### src/rtl/ir_gap_pkg.sv
`timescale 1ns/1ps
package ir_gap_pkg;

  typedef enum logic [1:0] {
    GAP_ZERO,
    GAP_ONE,
    GAP_BAD
  } gap_kind_e;

  // Meaning of a completed dark run that follows a single-chip mark.
  function automatic gap_kind_e classify_gap(input int unsigned run);
    case (run)
      1:       return GAP_ZERO;
      3:       return GAP_ONE;
      default: return GAP_BAD;
    endcase
  endfunction

endpackage

### src/rtl/ir_gap_runs.sv
`timescale 1ns/1ps
// Run-length tracker: reports each finished run and the moment a dark
// run grows past the gap limit.
module ir_gap_runs #(
  parameter int RUN_W   = 4,
  parameter int RUN_MAX = 8,
  parameter int GAP_MAX = 5
) (
  input  logic             clk,
  input  logic             rst_n,
  input  logic             step,
  input  logic             chip,
  output logic             run_done,
  output logic             done_lvl,
  output logic [RUN_W-1:0] done_len,
  output logic             gap_hit
);
  localparam logic [RUN_W-1:0] SAT_L = RUN_W'(RUN_MAX);
  localparam logic [RUN_W-1:0] GAP_L = RUN_W'(GAP_MAX);

  logic             lvl_q;
  logic [RUN_W-1:0] len_q;

  assign run_done = step && (chip != lvl_q);
  assign done_lvl = lvl_q;
  assign done_len = len_q;
  assign gap_hit  = step && !chip && !lvl_q && (len_q == GAP_L);

  always_ff @(posedge clk or negedge rst_n) begin
    if (!rst_n) begin
      lvl_q <= 1'b0;
      len_q <= SAT_L;
    end else if (step) begin
      if (chip != lvl_q) begin
        lvl_q <= chip;
        len_q <= RUN_W'(1);
      end else if (len_q != SAT_L) begin
        len_q <= len_q + 1'b1;
      end
    end
  end
endmodule

### src/rtl/ir_gap_assembler.sv
`timescale 1ns/1ps
// Packet assembler: turns finished runs into bits, tracks the open
// transmission and drops packets with coding faults.
module ir_gap_assembler
  import ir_gap_pkg::*;
#(
  parameter int RUN_W    = 4,
  parameter int WAKE_MIN = 8,
  parameter int GAP_MAX  = 5,
  parameter int MAX_BITS = 16,
  parameter int LEN_W    = 5
) (
  input  logic                clk,
  input  logic                rst_n,
  input  logic                run_done,
  input  logic                done_lvl,
  input  logic [RUN_W-1:0]    done_len,
  input  logic                gap_hit,
  output logic                wake_seen,
  output logic                pkt_done,
  output logic [MAX_BITS-1:0] pkt_code,
  output logic [LEN_W-1:0]    pkt_len
);
  localparam logic [RUN_W-1:0] WAKE_L = RUN_W'(WAKE_MIN);
  localparam logic [RUN_W-1:0] GAP_L  = RUN_W'(GAP_MAX);
  localparam logic [LEN_W-1:0] FULL_L = LEN_W'(MAX_BITS);

  logic                armed_q, active_q, bad_q;
  logic [LEN_W-1:0]    nbits_q;
  logic [MAX_BITS-1:0] code_q;

  logic      is_marker, is_bad_hi, low_end;
  gap_kind_e kind;

  assign wake_seen = run_done && done_lvl && (done_len >= WAKE_L);
  assign is_marker = run_done && done_lvl && (done_len == RUN_W'(1));
  assign is_bad_hi = run_done && done_lvl && (done_len > RUN_W'(1)) && (done_len < WAKE_L);
  assign low_end   = run_done && !done_lvl && (done_len != '0) && (done_len <= GAP_L);
  assign kind      = classify_gap(32'(done_len));

  assign pkt_done = gap_hit && armed_q && active_q && !bad_q && (nbits_q != '0);
  assign pkt_code = code_q;
  assign pkt_len  = nbits_q;

  always_ff @(posedge clk or negedge rst_n) begin
    if (!rst_n) begin
      armed_q  <= 1'b0;
      active_q <= 1'b0;
      bad_q    <= 1'b0;
      nbits_q  <= '0;
      code_q   <= '0;
    end else if (wake_seen) begin
      armed_q  <= 1'b1;
      active_q <= 1'b0;
      bad_q    <= 1'b0;
      nbits_q  <= '0;
      code_q   <= '0;
    end else if (armed_q) begin
      if (gap_hit) begin
        active_q <= 1'b0;
        bad_q    <= 1'b0;
        nbits_q  <= '0;
        code_q   <= '0;
      end else if (is_marker) begin
        active_q <= 1'b1;
      end else if (is_bad_hi) begin
        active_q <= 1'b1;
        bad_q    <= 1'b1;
      end else if (low_end && active_q) begin
        if (kind == GAP_BAD || nbits_q == FULL_L) begin
          bad_q <= 1'b1;
        end else begin
          code_q  <= code_q | (MAX_BITS'(kind == GAP_ONE) << nbits_q);
          nbits_q <= nbits_q + 1'b1;
        end
      end
    end
  end
endmodule

### src/rtl/ir_gap_outreg.sv
`timescale 1ns/1ps
// Output holding register with repeat detection against the last
// reported packet of the current transmission.
module ir_gap_outreg #(
  parameter int MAX_BITS = 16,
  parameter int LEN_W    = 5
) (
  input  logic                clk,
  input  logic                rst_n,
  input  logic                wake_seen,
  input  logic                pkt_done,
  input  logic [MAX_BITS-1:0] pkt_code,
  input  logic [LEN_W-1:0]    pkt_len,
  input  logic                out_ready,
  output logic                out_valid,
  output logic [MAX_BITS-1:0] out_code,
  output logic [LEN_W-1:0]    out_len,
  output logic                out_repeat
);
  logic                prev_ok_q;
  logic [MAX_BITS-1:0] prev_code_q;
  logic [LEN_W-1:0]    prev_len_q;
  logic                same;

  assign same = prev_ok_q && (prev_code_q == pkt_code) && (prev_len_q == pkt_len);

  always_ff @(posedge clk or negedge rst_n) begin
    if (!rst_n) begin
      out_valid   <= 1'b0;
      out_code    <= '0;
      out_len     <= '0;
      out_repeat  <= 1'b0;
      prev_ok_q   <= 1'b0;
      prev_code_q <= '0;
      prev_len_q  <= '0;
    end else begin
      if (out_valid && out_ready) out_valid <= 1'b0;
      if (wake_seen) prev_ok_q <= 1'b0;
      if (pkt_done) begin
        out_valid   <= 1'b1;
        out_code    <= pkt_code;
        out_len     <= pkt_len;
        out_repeat  <= same;
        prev_ok_q   <= 1'b1;
        prev_code_q <= pkt_code;
        prev_len_q  <= pkt_len;
      end
    end
  end
endmodule

### src/rtl/ir_gap_decoder.sv
`timescale 1ns/1ps
module ir_gap_decoder #(
  parameter int WAKE_MIN = 8,
  parameter int GAP_MAX  = 5,
  parameter int MAX_BITS = 16
) (
  input  logic                              clk,
  input  logic                              rst_n,
  input  logic                              in_valid,
  output logic                              in_ready,
  input  logic                              in_chip,
  output logic                              out_valid,
  input  logic                              out_ready,
  output logic [MAX_BITS-1:0]               out_code,
  output logic [$clog2(MAX_BITS+1)-1:0]     out_len,
  output logic                              out_repeat
);
  localparam int LEN_W   = $clog2(MAX_BITS + 1);
  localparam int RUN_MAX = (WAKE_MIN > GAP_MAX + 1) ? WAKE_MIN : GAP_MAX + 1;
  localparam int RUN_W   = $clog2(RUN_MAX + 1);

  logic                step;
  logic                run_done, done_lvl, gap_hit;
  logic [RUN_W-1:0]    done_len;
  logic                wake_seen, pkt_done;
  logic [MAX_BITS-1:0] pkt_code;
  logic [LEN_W-1:0]    pkt_len;

  assign in_ready = !out_valid;
  assign step     = in_valid && in_ready;

  ir_gap_runs #(.RUN_W(RUN_W), .RUN_MAX(RUN_MAX), .GAP_MAX(GAP_MAX)) runs_i (
    .clk(clk), .rst_n(rst_n), .step(step), .chip(in_chip),
    .run_done(run_done), .done_lvl(done_lvl), .done_len(done_len), .gap_hit(gap_hit)
  );

  ir_gap_assembler #(
    .RUN_W(RUN_W), .WAKE_MIN(WAKE_MIN), .GAP_MAX(GAP_MAX),
    .MAX_BITS(MAX_BITS), .LEN_W(LEN_W)
  ) asm_i (
    .clk(clk), .rst_n(rst_n), .run_done(run_done), .done_lvl(done_lvl),
    .done_len(done_len), .gap_hit(gap_hit), .wake_seen(wake_seen),
    .pkt_done(pkt_done), .pkt_code(pkt_code), .pkt_len(pkt_len)
  );

  ir_gap_outreg #(.MAX_BITS(MAX_BITS), .LEN_W(LEN_W)) out_i (
    .clk(clk), .rst_n(rst_n), .wake_seen(wake_seen), .pkt_done(pkt_done),
    .pkt_code(pkt_code), .pkt_len(pkt_len), .out_ready(out_ready),
    .out_valid(out_valid), .out_code(out_code), .out_len(out_len),
    .out_repeat(out_repeat)
  );
endmodule

### config.mk
export PLATFORM = sky130hd
export DESIGN_NAME = ir_gap_decoder
export DESIGN_NICKNAME = d
export VERILOG_FILES = /design/src/rtl/ir_gap_pkg.sv /design/src/rtl/ir_gap_runs.sv /design/src/rtl/ir_gap_assembler.sv /design/src/rtl/ir_gap_outreg.sv /design/src/rtl/ir_gap_decoder.sv
export SDC_FILE = /design/constraint.sdc
export NUM_CORES = 1
export LEC_CHECK = 0
export ABC_AREA = 1
export BUFFER_PORTS_ARGS = -buffer_cell sky130_fd_sc_hd__buf_2
export CORE_MARGIN = 3
export CORE_UTILIZATION = 27
export CTS_CLUSTER_DIAMETER = 40
export CTS_CLUSTER_SIZE = 24
export DETAILED_ROUTE_END_ITERATION = 7
export PLACE_DENSITY = 0.42
export SKIP_CTS_REPAIR_TIMING = 1
export SLEW_MARGIN = 20
export SYNTH_ARGS = -nofsm -noshare
export SYNTH_HDL_FRONTEND = slang
export SYNTH_SLANG_ARGS = --single-unit
### constraint.sdc
create_clock -name clk -period 3.1 [get_ports clk]
set_input_delay 0.155 -clock clk [delete_from_list [all_inputs] [get_ports clk]]
set_output_delay 0.155 -clock clk [all_outputs]
set_load 0.01 [all_outputs]
### After elaboration in Yosys (flattened, before gate mapping)

Cells that the tools add are included.

* output and inout bits: 24
* logic and storage cells: 107
* flip-flop bits (word level): 53
* bits of input ports: 5

* bitwise logic cells: 1
* reduce and logical (&&, ||, !) cells: 41
* multiplexer cells: 33
* add/sub/neg operators: 2
* $lt $le $gt $ge: 4
* shifts and indexed selects: 1
* equal/unequal tests: 13

Operators with widths (count)
* 2-to-1 mux 16 bit: 7
* 2-to-1 mux 5 bit: 7
* logical AND 1 bit: 21
* equality test 16 bit: 1
* 2-to-1 mux 1 bit: 16
* bitwise OR 16 bit: 1
* nonzero test 4 bit: 4
* left shift 1 x 5 -> 16 bit: 1
* != test 3 x 1 -> 1 bit (second input constant): 3
* 2-to-1 mux 4 bit: 2
* nonzero test 2 bit: 4
* AND reduction 2 bit: 3
* adder 5 x 1 -> 5 bit (second input constant): 1
* equality test 5 bit: 1
* equality test 5 bit (second input constant): 1
* AND reduction 5 bit: 1
* nonzero test 5 bit: 1
* adder 4 x 1 -> 4 bit (second input constant): 1
* equality test 4 x 1 -> 1 bit (second input constant): 1
* equality test 4 x 2 -> 1 bit (second input constant): 1
* equality test 4 x 3 -> 1 bit (second input constant): 1
* >= comparator 4 bit (second input constant): 1
* greater-than comparator 4 x 1 -> 1 bit (second input constant): 1
* less-or-equal comparator 4 x 3 -> 1 bit (second input constant): 1
* 10 further kinds: 13

### Longest topological paths before layout

* depth in word-level cells: 13
* depth in mapped cells: 12
* gate-level depth less buffers: 11

### Cells and area by module

A second synthesis with hierarchy kept.

* cells, all modules: 426
* area, all modules: 3019.1 um2

By module, submodules not included
* ir_gap_assembler: cells an instance 181, times used 1, sequential area each 600.6 um2, area each 1361.3 um2
* ir_gap_outreg: cells an instance 190, times used 1, sequential area each 600.6 um2, area each 1271.2 um2
* ir_gap_runs: cells an instance 52, times used 1, sequential area each 126.4 um2, area each 372.9 um2
* ir_gap_decoder: cells an instance 3, times used 1, sequential area each 0.0 um2, area each 13.8 um2

### Worst setup path before layout

Ideal clock, no wire load.

* path type: reg-to-reg
* from: register asm_i.nbits_q[0] (netlist: asm_i.pkt_len[0])
* to: register asm_i.code_q[9] (netlist: asm_i.pkt_code[9])
* stages on the path, launching flop included: 12
* path buffers: 1
* slack: 1.400 ns
* data required time: 2.983 ns
* data arrival time: 1.583 ns
* clock period less this slack: 1.700 ns
* setup time: 0.117 ns
* path through: dfrtp_1 inv_1 ha_1 nand2_1 nor2_1 nor2_2 nand3_4 nand2_4 nand2_4 buf_6 nand2_1 o21ai_2

* longest elaborated chain between the ends: 9
* elaborated cells on any way between the ends: 13
* those cells by class: 2 x eq/ne; 1 x shift; 7 x mux; 1 x bitwise; 2 x reduce/logical

RTL lines
* start, declared: line ir_gap_assembler.sv:29 `logic [LEN_W-1:0] nbits_q;`
* start signal, assigned: line ir_gap_assembler.sv:74 `nbits_q <= nbits_q + 1'b1;`
* left shift 1 x 5 -> 16 bit: line ir_gap_assembler.sv:73 `code_q <= code_q | (MAX_BITS'(kind == GAP_ONE) << nbits_q);`
* bitwise OR 16 bit: line ir_gap_assembler.sv:73
* 2-to-1 mux 16 bit: line ir_gap_assembler.sv:70 `if (kind == GAP_BAD || nbits_q == FULL_L) begin`
* 2-to-1 mux 16 bit: line ir_gap_assembler.sv:69 `end else if (low_end && active_q) begin`
* 2-to-1 mux 16 bit: line ir_gap_assembler.sv:66 `end else if (is_bad_hi) begin`
* 2-to-1 mux 16 bit: line ir_gap_assembler.sv:64 `end else if (is_marker) begin`
* 2-to-1 mux 16 bit: line ir_gap_assembler.sv:59 `if (gap_hit) begin`
* 2-to-1 mux 16 bit: line ir_gap_assembler.sv:58 `end else if (armed_q) begin`
* 2-to-1 mux 16 bit: line ir_gap_assembler.sv:52 `end else if (wake_seen) begin`
* end signal, assigned: line ir_gap_assembler.sv:73
* end, declared: line ir_gap_assembler.sv:30 `logic [MAX_BITS-1:0] code_q;`

Parallel ways exist; a longest one is shown, timed or not. The select of a mux whose other input is x is not followed.
A chain may end at the register's enable or synchronous reset.

### Worst setup path after layout

* from: register runs_i.len_q[1] (netlist: runs_i.done_len[1])
* to: register out_i.out_code[2]

* longest elaborated chain between the ends: 6

RTL lines
* start, declared: line ir_gap_runs.sv:22 `logic [RUN_W-1:0] len_q;`
* start signal, assigned: line ir_gap_runs.sv:38 `len_q <= len_q + 1'b1;`
* equality test 4 x 3 -> 1 bit: line ir_gap_runs.sv:27 `assign gap_hit = step && !chip && !lvl_q && (len_q == GAP_L);`
* logical AND 1 bit: line ir_gap_runs.sv:27
* logical AND 1 bit (4 in series): line ir_gap_assembler.sv:41 `assign pkt_done = gap_hit && armed_q && active_q && !bad_q && (nbits_q != '0);`
* end signal, assigned: line ir_gap_outreg.sv:41 `out_code <= pkt_code;`
* end, declared: line ir_gap_outreg.sv:16 `output logic [MAX_BITS-1:0] out_code,`

No other way between the ends.

==> summary.json <==
{
  "outcome": "finished, final reports clean",
  "regToRegSetupSlack_ns": 0.80,
  "synth.net_count": 386,
  "setup_repair_after_global_routing_missed_its_margin": "no",
  "first_global_vias": 2476,
  "final_nets": 414,
  "count_of_endpoints_failing_setup_in_the_final_report": 0,
  "die_width_um": 112,
  "min-delay-start": "out_ready",
  "grt_first_pass_wirelength_mm": 12.7,
  "min_path_type": "input port to flop",
  "routedWlPerCell_um": 13.8,
  "ys_async_sr_fraction_pct": 100,
  "grt_start_max_net_pins": 42,
  "timing_max_transition_violations_final": 0,
  "numPortBuffers": 28,
  "synth_top_cell_by_area": "dfrtp_1",
  "crit_start": "runs_i.done_len[1]$_DFFE_PN0P_",
  "flop_and_latch_count_out_of_synthesis": 53,
  "setup.worst_path.class": "flop to flop",
  "grtUsageTotal_pct": 12.4,
  "avgViaCountPerCell": 4.53,
  "hold_path_depth": 2,
  "preCtsSetupSlack_ns": 0.808,
  "firstDrtPassIters": 4,
  "layout-area-overhead-vs-synth_pct": 11.1,
  "syn_inst": 376,
  "worst_max_slew_pin_slew_ns": 0.725,
  "static-leakage-power_nw": 1.61,
  "post-route-period-util_pct": 74.2,
  "r2r_end": "out_i.out_code[2]$_DFFE_PN0P_",
  "n_antenna_cell": 0,
  "crit_path_start_kind": "flop",
  "cts_max_level": 2,
  "finish.instance_area_sq_mm": 0.00337,
  "initial_utilization_pct": 27.9,
  "grt_remaining_overflow": 0,
  "final_worst_setup_slack_ns": 0.798,
  "clk-insertion-delay-late_ns": 0.31,
  "floorplan.rows": 38,
  "drv_cap": 0,
  "setup_total_negative_slack_ns": 0,
  "routed_wl_mm": 7.54,
  "worst_r2r_startpoint": "runs_i.done_len[1]$_DFFE_PN0P_",
  "ys_top_cells_by_area": "dfrtp_1 43%, nand2_1 13%, nand3_1 5.6%",
  "die-height_um": 112,
  "clock_sinks": 53,
  "p_per_cell_area_mw_per_mm2": 560,
  "post_synth_most_frequent_cells": "105 x nand2_1, 52 x dfrtp_1, 35 x inv_1",
  "post-dp-hpwl_mm": 5.53,
  "worst_clock_skew_ns": 0.00835,
  "cp.required_ns": 3.34,
  "max_freq_ghz": 0.434,
  "postRouteAntennaNets": 0,
  "post_syn_area_sq_mm": 0.00303,
  "boundaryPins": 29,
  "hold_violation_total_from_the_final_report": 0,
  "path_clk_slew_ns": 0.10,
  "final_period_minus_worst_setup_slack_ns": 2.30,
  "vdd_drop_max_mv": 0.192,
  "layout_cell_share_with_drive_strength_beyond_1_pct": 21.0,
  "post-synth-top-count-cell": "nand2_1",
  "placed_cell_area_sq_mm": 0.00327,
  "tritoncts": "built",
  "floorplan.die_area_sq_mm": 0.0125,
  "detail_route.iter0.violations": 122,
  "layout.filler_cells": 1178,
  "via_count": 2471,
  "synth_seq_area_share_pct": 43.8,
  "edff_count_synth": 0,
  "gp_congestion": 0.790,
  "synth_ff_type": "dfrtp_1",
  "worst_slew_margin_rel_pct": 51.4,
  "synthesis.area_per_instance_sq_um": 8.07,
  "synth_top_area_share_pct": 42.9,
  "worstSetupEndpointType": "flop",
  "clockBufferDepth": 2,
  "hold-path-endpoint": "out_i.out_valid$_DFFE_PN0P_",
  "worstRegToRegCells": 10,
  "core_sq_mm": 0.0109,
  "synth.yosys.warnings": 0,
  "post-route-drc-count": 0,
  "arrival_ns": 2.54,
  "antenna_found_initial": 0,
  "numCtsBuffers": 5,
  "yosysUniqueCellTypes": 33,
  "path_max_fanout": 24,
  "fin_hold_ws_ns": 0.0121,
  "cts-root-buf": "clkbuf_8"
}
==> per-layer routing <==
| metal | track usage [%] | up-vias | wire length, um |
|---|---|---|---|
| met2 | 20.5 | 40 | 3440 |
| met4 | 3.21 | 0 | 98 |
| met3 | 2.23 | 9 | 254 |
| li1 | - | 1269 | - |
| met5 | 0 | - | 0 |
| met1 | 16.9 | 1153 | 3740 |
==> power breakdown <==
| group | internal (mW) | switching [mW] | leakage, nW |
|---|---|---|---|
| Combinational | 0.202 | 0.386 | 0.875 |
| Clock | 0.161 | 0.238 | 0.0385 |
| Sequential | 0.796 | 0.103 | 0.699 |
==> how the worst max path moves through the flow <==
stage | end | slack, ns | cells after the start
6_report | out_i.out_code[2]$_DFFE_PN0P_ | 0.80 | 10
3_5_place_dp | out_i.out_code[12]$_DFFE_PN0P_ | 0.81 | 9
3_3_place_gp | out_i.out_repeat$_DFFE_PN0P_ | 0.87 | 9
4_1_cts | out_i.out_code[2]$_DFFE_PN0P_ | 0.78 | 10
5_1_grt | out_i.out_code[0]$_DFFE_PN0P_ | 0.60 | 10
2_1_floorplan | asm_i.pkt_code[9]$_DFFE_PN0P_ | 1.40 | 11
==> critical path, cell delays in order, from the launching register on <==
cell	delay (ns)
dfrtp_1	0.39
inv_1	0.08
ha_1	0.22
nand3_1	0.11
nor2_1	0.05
nand2_1	0.35
inv_2	0.12
o211ai_4	0.33
buf_4	0.42
nand2_1	0.10
o21ai_2	0.07
==> sequential cells by signal (all words and copies together), names as in the netlist <==
register and cells:
asm_i.pkt_len 5, out_i.prev_ok_q 1, asm_i.pkt_code 16, out_i.out_repeat 1, asm_i.active_q 1, out_i.out_code 16, out_i.out_len 5, asm_i.bad_q 1
runs_i.done_lvl 1, asm_i.armed_q 1, runs_i.done_len 4, out_i.out_valid 1
==> cells in the final DEF (no fill, tap or decap), types with 2 or more instances in the layout <==
cell | Yosys | layout
nand2_1 | 105 | 105
dfrtp_1 | 52 | 52
inv_1 | 35 | 35
nand3_1 | 34 | 34
buf_2 | 1 | 27
nor2_1 | 22 | 22
o21ai_2 | 18 | 18
o21ai_1 | 16 | 16
a21oi_1 | 11 | 11
inv_2 | 10 | 10
nand4_1 | 9 | 9
o21ai_0 | 8 | 8
nor3_1 | 7 | 7
xor2_1 | 7 | 7
ha_1 | 5 | 5
clkbuf_8 | 0 | 5
o22ai_1 | 3 | 3
or2_2 | 3 | 3
nor2_2 | 3 | 3
buf_4 | 0 | 3
nand2_2 | 2 | 2
nor2_4 | 2 | 2
xnor2_1 | 2 | 2
nand3_4 | 2 | 2
nand2_4 | 2 | 2
nor3_2 | 2 | 2
clkbuf_1 | 1 | 2
==> cell type report <==
type                            instances  area [sq um]  area share (%)
Multi-Input combinational cell        267          1440            42.7
Sequential cell                        53          1330            39.4
Inverter                               46           175            5.20
Tap cell                              140           175            5.20
Timing Repair Buffer                   31           168            4.98
Clock buffer                            7          76.3            2.27
Clock inverter                          1          7.51           0.223
==> logic make-up after synthesis <==
group | synth area share, %
compound gates | 12.8
xor+xnor | 2.60
fa+ha+maj | 2.06
buf+inv | 8.79
flops | 43.8
simple gates | 30.0
==> metrics by stage <==
stage               power, mW  cells  utilization [%]
floorplan                1.34    376                -
global placement         1.50    536             30.1
detailed placement       1.51    536             30.1
CTS                      1.92    544             30.8
global route             2.05    545             30.9
finish                   1.89    545             30.9
Power figures use the tool's default switching activity.
